File: src/rtl/mresp_pkg.sv
package mresp_pkg;

   localparam int CMD_W   = 6;
   localparam int CB_REQ  = 5;
   localparam int CB_WR   = 4;
   localparam int CB_BLK  = 3;
   localparam int CB_LAST = 0;

   typedef enum logic [1:0] {
      ST_IDLE,
      ST_RD_WAIT,
      ST_RD_SEND,
      ST_WR
   } mresp_state_e;

   // slot pattern: 0 all data, 1 D-, 2 DD--, 3 D---
   function automatic logic pat_is_data(input logic [1:0] code, input logic [1:0] slot);
      logic r;
      case (code)
         2'd0:    r = 1'b1;
         2'd1:    r = ~slot[0];
         2'd2:    r = ~slot[1];
         default: r = (slot == 2'd0);
      endcase
      return r;
   endfunction

endpackage

File: src/rtl/mresp_slot_gen.sv
module mresp_slot_gen
   import mresp_pkg::*;
(
   input  logic       clk,
   input  logic       rst_n,
   input  logic       hold,
   input  logic [1:0] code,
   output logic       is_data
);

   logic [1:0] slot_q;

   always_ff @(posedge clk) begin
      if (!rst_n || hold) slot_q <= 2'd0;
      else                slot_q <= slot_q + 2'd1;
   end

   assign is_data = pat_is_data(code, slot_q);

endmodule

File: src/rtl/mresp_mem.sv
module mresp_mem #(
   parameter int DATA_W = 64,
   parameter int DEPTH  = 16
) (
   input  logic                     clk,
   input  logic                     rst_n,
   input  logic                     we,
   input  logic [$clog2(DEPTH)-1:0] waddr,
   input  logic [DATA_W/8-1:0]      wmask,
   input  logic [DATA_W-1:0]        wdata,
   input  logic [$clog2(DEPTH)-1:0] raddr,
   output logic [DATA_W-1:0]        rdata
);

   localparam int BYTES = DATA_W / 8;

   initial begin
      assert (DATA_W % 8 == 0) else $error("DATA_W must be whole bytes");
      assert ((1 << $clog2(DEPTH)) == DEPTH) else $error("DEPTH must be a power of two");
   end

   for (genvar g = 0; g < BYTES; g++) begin : g_lane
      logic [7:0] lane_q [DEPTH];

      always_ff @(posedge clk) begin
         if (!rst_n) begin
            for (int i = 0; i < DEPTH; i++) lane_q[i] <= 8'h00;
         end else if (we && wmask[g]) begin
            lane_q[waddr] <= wdata[8*g +: 8];
         end
      end

      assign rdata[8*g +: 8] = lane_q[raddr];
   end

endmodule

File: src/rtl/mresp_top.sv
module mresp_top
   import mresp_pkg::*;
#(
   parameter int DATA_W           = 64,
   parameter int DEPTH            = 16,
   parameter int BLOCK_WORDS      = 4,
   parameter int READ_LAT         = 4,
   parameter int RD_PAT           = 2,
   parameter bit RD_PAT_FROM_PORT = 1'b0
) (
   input  logic              clk,
   input  logic              rst_n,
   input  logic              proc_valid,
   input  logic              proc_release,
   input  logic [DATA_W-1:0] bus_data_in,
   input  logic [CMD_W-1:0]  bus_cmd_in,
   input  logic [1:0]        wr_pattern_sel,
   output logic [DATA_W-1:0] bus_data_out,
   output logic [CMD_W-1:0]  bus_cmd_out,
   output logic              bus_drive,
   output logic              agent_valid,
   output logic              rd_ready,
   output logic              wr_ready
);

   localparam int BYTES = DATA_W / 8;
   localparam int OFF_W = $clog2(BYTES);
   localparam int IDX_W = $clog2(DEPTH);
   localparam int BLK_W = $clog2(BLOCK_WORDS);
   localparam int CNT_W = BLK_W + 1;
   localparam int LAT_W = $clog2(READ_LAT + 1);

   initial begin
      assert (OFF_W == 3) else $error("byte count field needs 8-byte words");
      assert (BLOCK_WORDS >= 2 && (1 << BLK_W) == BLOCK_WORDS) else $error("BLOCK_WORDS");
      assert (BLOCK_WORDS <= DEPTH) else $error("block larger than array");
      assert (READ_LAT >= 2) else $error("READ_LAT must be at least 2");
      assert (RD_PAT >= 0 && RD_PAT <= 3) else $error("RD_PAT out of range");
      assert (DATA_W > OFF_W + IDX_W) else $error("address does not fit");
   end

   function automatic logic [BYTES-1:0] lane_mask(input logic [OFF_W-1:0] off,
                                                  input logic [2:0] sz);
      logic [BYTES-1:0] m;
      for (int i = 0; i < BYTES; i++)
         m[i] = (i >= int'(off)) && (i <= int'(off) + int'(sz));
      return m;
   endfunction

   mresp_state_e     state_q;
   logic [IDX_W-1:0] base_q;
   logic             blk_q;
   logic [OFF_W-1:0] off_q;
   logic [2:0]       size_q;
   logic [CNT_W-1:0] cnt_q;
   logic [LAT_W-1:0] lat_q;
   logic             rel_seen_q;

   logic             accept, req_wr, req_blk, wr_take, last_word;
   logic             rd_slot, wr_slot;
   logic [1:0]       rd_code;
   logic [IDX_W-1:0] req_idx, req_base, word_idx;
   logic [DATA_W-1:0] rdata;
   logic             unused_bits;

   assign req_wr  = bus_cmd_in[CB_WR];
   assign req_blk = bus_cmd_in[CB_BLK];
   assign req_idx = bus_data_in[OFF_W +: IDX_W];
   assign req_base = req_blk ? {req_idx[IDX_W-1:BLK_W], {BLK_W{1'b0}}} : req_idx;
   assign accept  = (state_q == ST_IDLE) && proc_valid && bus_cmd_in[CB_REQ];
   assign unused_bits = ^bus_data_in[DATA_W-1:OFF_W+IDX_W];

   assign last_word = (cnt_q == (blk_q ? CNT_W'(BLOCK_WORDS - 1) : '0));
   assign word_idx  = base_q + IDX_W'(cnt_q);

   if (RD_PAT_FROM_PORT) begin : g_rdpat_port
      assign rd_code = wr_pattern_sel;
   end else begin : g_rdpat_fixed
      assign rd_code = 2'(RD_PAT);
   end

   mresp_slot_gen u_rd_slot (
      .clk    (clk),
      .rst_n  (rst_n),
      .hold   (state_q != ST_RD_SEND),
      .code   (rd_code),
      .is_data(rd_slot)
   );

   mresp_slot_gen u_wr_slot (
      .clk    (clk),
      .rst_n  (rst_n),
      .hold   (state_q != ST_WR),
      .code   (wr_pattern_sel),
      .is_data(wr_slot)
   );

   assign wr_take = (state_q == ST_WR) && wr_slot && proc_valid && !bus_cmd_in[CB_REQ];

   mresp_mem #(.DATA_W(DATA_W), .DEPTH(DEPTH)) u_mem (
      .clk  (clk),
      .rst_n(rst_n),
      .we   (wr_take),
      .waddr(word_idx),
      .wmask(blk_q ? {BYTES{1'b1}} : lane_mask(off_q, size_q)),
      .wdata(bus_data_in),
      .raddr(word_idx),
      .rdata(rdata)
   );

   always_ff @(posedge clk) begin
      if (!rst_n) begin
         state_q    <= ST_IDLE;
         base_q     <= '0;
         blk_q      <= 1'b0;
         off_q      <= '0;
         size_q     <= '0;
         cnt_q      <= '0;
         lat_q      <= '0;
         rel_seen_q <= 1'b0;
      end else begin
         case (state_q)
            ST_IDLE: if (accept) begin
               base_q     <= req_base;
               blk_q      <= req_blk;
               off_q      <= bus_data_in[OFF_W-1:0];
               size_q     <= bus_cmd_in[2:0];
               cnt_q      <= '0;
               lat_q      <= LAT_W'(1);
               rel_seen_q <= 1'b0;
               state_q    <= req_wr ? ST_WR : ST_RD_WAIT;
            end
            ST_RD_WAIT: begin
               rel_seen_q <= rel_seen_q | proc_release;
               if (lat_q != LAT_W'(READ_LAT - 1)) lat_q <= lat_q + LAT_W'(1);
               else if (rel_seen_q || proc_release) state_q <= ST_RD_SEND;
            end
            ST_RD_SEND: if (rd_slot) begin
               cnt_q <= cnt_q + CNT_W'(1);
               if (last_word) state_q <= ST_IDLE;
            end
            ST_WR: if (wr_take) begin
               cnt_q <= cnt_q + CNT_W'(1);
               if (last_word) state_q <= ST_IDLE;
            end
            default: state_q <= ST_IDLE;
         endcase
      end
   end

   assign bus_drive    = (state_q == ST_RD_SEND);
   assign agent_valid  = bus_drive && rd_slot;
   assign bus_data_out = agent_valid ? rdata : '0;
   assign bus_cmd_out  = agent_valid ? {{(CMD_W-1){1'b0}}, last_word} : '0;
   assign rd_ready     = (state_q == ST_IDLE);
   assign wr_ready     = (state_q == ST_IDLE);

   // checker-only cycle count since the read request
   logic [LAT_W-1:0] since_q;
   always_ff @(posedge clk) begin
      if (!rst_n)                        since_q <= '0;
      else if (accept && !req_wr)        since_q <= LAT_W'(1);
      else if (since_q != '0 && since_q != LAT_W'(READ_LAT)) since_q <= since_q + LAT_W'(1);
   end


   ready_drop_chk: assert property (@(posedge clk) disable iff (!rst_n)
      accept |=> (!rd_ready && !wr_ready));

   read_latency_chk: assert property (@(posedge clk) disable iff (!rst_n)
      $rose(bus_drive) |-> (since_q == LAT_W'(READ_LAT)));

   drive_after_release_chk: assert property (@(posedge clk) disable iff (!rst_n)
      bus_drive |-> rel_seen_q);

   final_word_marked_chk: assert property (@(posedge clk) disable iff (!rst_n)
      $fell(bus_drive) |-> $past(agent_valid && bus_cmd_out[CB_LAST]));

   bus_freed_chk: assert property (@(posedge clk) disable iff (!rst_n)
      (agent_valid && bus_cmd_out[CB_LAST]) |=> !bus_drive);

endmodule

File: config.mk
export PLATFORM = sky130hd
export DESIGN_NAME = mresp_top
export DESIGN_NICKNAME = d
export VERILOG_FILES = /design/src/rtl/mresp_pkg.sv /design/src/rtl/mresp_slot_gen.sv /design/src/rtl/mresp_mem.sv /design/src/rtl/mresp_top.sv
export SDC_FILE = /design/constraint.sdc
export NUM_CORES = 2
export LEC_CHECK = 0
export ABC_CLOCK_PERIOD_IN_PS = 4600
export BUFFER_PORTS_ARGS = -buffer_cell sky130_fd_sc_hd__buf_2
export CAP_MARGIN = 0
export CORE_MARGIN = 2
export CORE_UTILIZATION = 47
export CTS_CLUSTER_SIZE = 10
export DETAILED_ROUTE_END_ITERATION = 12
export PLACE_DENSITY_LB_ADDON = 0.05
export SYNTH_ARGS = -nofsm -noshare
export SYNTH_HDL_FRONTEND = slang
export SYNTH_SLANG_ARGS = --single-unit
File: constraint.sdc
create_clock -name clk -period 4.6 [get_ports clk]
set_input_delay 0 -clock clk [delete_from_list [all_inputs] [get_ports clk]]
set_output_delay 0 -clock clk [all_outputs]
set_load 0.01 [all_outputs]
==> metrics.txt <==
Final ANT Viol Nets 0; # clock sinks between 1000 and 1500; mux cell area share after synthesis ~13%; CP delay by family, top adder cells; Tot Pwr about 21000 uW; post-synthesis adder-cell area fraction 0.357%; Synth Area in Compound Gates roughly 3.3%; Max Clock Skew roughly 16 ps; Core Box Area 98000 sq um; Clk Latency, worst-skew pair 710 ps; Layout area overhead 15.6%; sequential fraction of the synthesis area approximately two thirds; setup violators final 0; Post-DP Area just under 50000 sq um; cells after synthesis 3387; Final Max Tran Viols 0; GRT Util Overall between 20 and 30%; DIE AREA roughly 100000 sq um; DR WL/cell roughly 28 um; count leader, synth nor2_1; CP Capture Type output port; Synth top area share ~66%; 1st-iter DRT viols ~3200; Buf+Inv Stages, Crit Path 2; Max Fclk between 200 and 250 MHz; xor/xnor share of the synthesized area less than 1%; Rel. slew slack around an eighth; IO Pins 150; main combinational cell family by area after synthesis multiplexers; Period minus WS final 4250 ps; Worst Tran Pin Value about 1300 ps; Ys Warns 0; final WL 140000 um; fin crit share between 90 and 100%; Peak supply drop roughly 0.00036 V; gr ovfl total 0; fill count about 8100; # rows around 120; top cells by count, synth 1040 x nor2_1, 1024 x edfxtp_1, 256 x mux4_2; Finished Layout Cells around 5000; utilization after layout 54.6%; die height around 320 um; initial antenna violation count 4; Post-synth EDFFs about 1000; H-tree levels 3; CTS tree done; first-pass detailed-route iteration total 6; Avg Cell Area, Syn between 10 and 15 sq um; n_diodes 0; slowest CP cell fa_4; Hold WC Path Type input pin to register; FFs w/ async S/R, synth 0%; data required time at the worst endpoint ~4600 ps; clock slew at reported path FFs roughly 60 ps; Final Net Count between 3000 and 4000; Final HPWL DP about 86000 um; status finished, final reports clean; setup_tns 0 ps; crit path cell chain ha_4 -> fa_4 -> buf_12 -> mux4_2 -> nand4_1 -> o211ai_1 -> buf_2; Synth area leader edfxtp_1; PostCTS Resize Cnt 0; top_reg_cell synth edfxtp_1; mapped cell area ~46000 sq um; design area roughly 54000 sq um; crit-path max cell delay 870 ps; number of global-route vias before repair between 30000 and 40000; GPL Wtd Cong 0.791; total CTS buffers about 120; Synth area leaders edfxtp_1 66%, mux4_2 12%, nor2_1 8.4%; number of vias per cell approximately 6; CP arrival around 4300 ps; final hold vios 0; PortBufs roughly 140; critical path launch point type register; layout cells sized above 1 ~22%; WS Path Type register to output port; Residual DRC 0; die width between 300 and 400 um; RSZ-0062 raised after global routing false; FF+latch count, synth 1048; via count between 20000 and 30000; Yosys cell types between 50 and 60; largest net degree at the start of global routing approximately 160; Clk Tree Root Cell clkbuf_16; Placed Cells 4740; Initial Util between 40% and 50%; first-pass GRT wire length slightly above 200000 um; Leak Pwr between 0.015 and 0.02 uW; worst-path maximum fanout between 150 and 200; Max Cap Viol 0; Clock Path Buffers 3; PD cells roughly 400 nW/um^2; Simple-Gate Fraction of Synth Area approximately 12%
[per-stage QoR]
stage	hold WS [ps]	setup WS, ps
after floorplan	136	1080
after global placement	262	896
after detailed placement	279	867
after CTS	1.60	334
after global routing	66.2	104
final	29.0	348
[layout by cell type (no fill, tap or decap), types with 9 or more instances in the layout]
| cell | n |
|---|---|
| buf_4 | 236 |
| dfxtp_1 | 24 |
| mux4_2 | 256 |
| inv_1 | 26 |
| buf_12 | 11 |
| nand3_1 | 55 |
| nor2_1 | 1038 |
| mux2i_1 | 44 |
| buf_2 | 143 |
| nand2_1 | 198 |
| dlygate4sd3_1 | 85 |
| o211ai_1 | 68 |
| a21oi_1 | 19 |
| clkbuf_16 | 117 |
| ha_1 | 9 |
| nor3_1 | 9 |
| o21ai_0 | 132 |
| nand4_1 | 54 |
| nand3_4 | 9 |
| clkbuf_1 | 23 |
| or3_1 | 11 |
| edfxtp_1 | 1024 |
[layout make-up]
class	instances	area, sq um	area share [%]
clock inverter	12	130	0.243
sequential	1048	31200	58.4
clock buffer	140	3010	5.63
inverter	27	101	0.189
multi-input combinational	1988	13900	25.9
timing repair buffer	475	3560	6.65
tap	1287	1610	3.01
[final timing paths]
kind	to	from	slack, ps	depth (start not counted)
max	bus_data_out[20]	cnt_q[0]$_SDFFE_PN0P_	350	7
min	u_mem.g_lane[7].lane_q[7][1]$_SDFFCE_PN0P_	bus_data_in[57]	30	3
max reg2reg	u_mem.g_lane[7].lane_q[5][0]$_SDFFCE_PN0P_	state_q[1]$_SDFFE_PN0P_	750	5
min reg2reg	u_rd_slot.slot_q[0]$_SDFF_PP0_	u_rd_slot.slot_q[0]$_SDFF_PP0_	440	1
[worst reg2reg max path, delay by kind of cell, from the launching register on]
family          cells  cell delay (ps)
compound gates      2             1670
buf+inv             1              320
simple gates        2             1010
flops               1              570
[logic make-up (layout without fill, tap and decap cells)]
group,Yosys count,count (layout)
multiplexers,301,301
AO/OA/AOI/OAI,252,252
other,1,5
adder cells (fa/ha/maj),12,12
XOR/XNOR,4,4
AND/OR/NAND/NOR,1414,1414
flip-flops,1048,1048
buffers and inverters,355,654
[per-layer routing]
layer  wire length [um]  GRT usage, %
met5                 26             0
met2              67600          45.1
met4               3850          8.55
met3              10400          3.92
met1              57900          39.3
[sequential cells by signal, summed over array words and instances (netlist names)]
register / flops
u_mem.g_lane.lane_q: 1024
base_q: 4
cnt_q: 3
lat_q: 3
off_q: 3
size_q: 3
state_q: 2
u_rd_slot.slot_q: 2
u_wr_slot.slot_q: 2
blk_q: 1
rel_seen_q: 1
[report_power, final]
| part | total, uW | leakage (uW) | internal [uW] | switching, uW |
|---|---|---|---|---|
| logic | 2340 | 0.00533 | 900 | 1440 |
| registers | 10900 | 0.0108 | 10800 | 111 |
| clock network | 8170 | 0.00153 | 4540 | 3620 |
[repair_timing]
item / 4_1_cts / 5_1_grt
setup buffers: 0 / 0
hold buffers: 85 / 0
endpoints found under the hold margin: 558 / 0
Power figures use the tool's default switching activity.
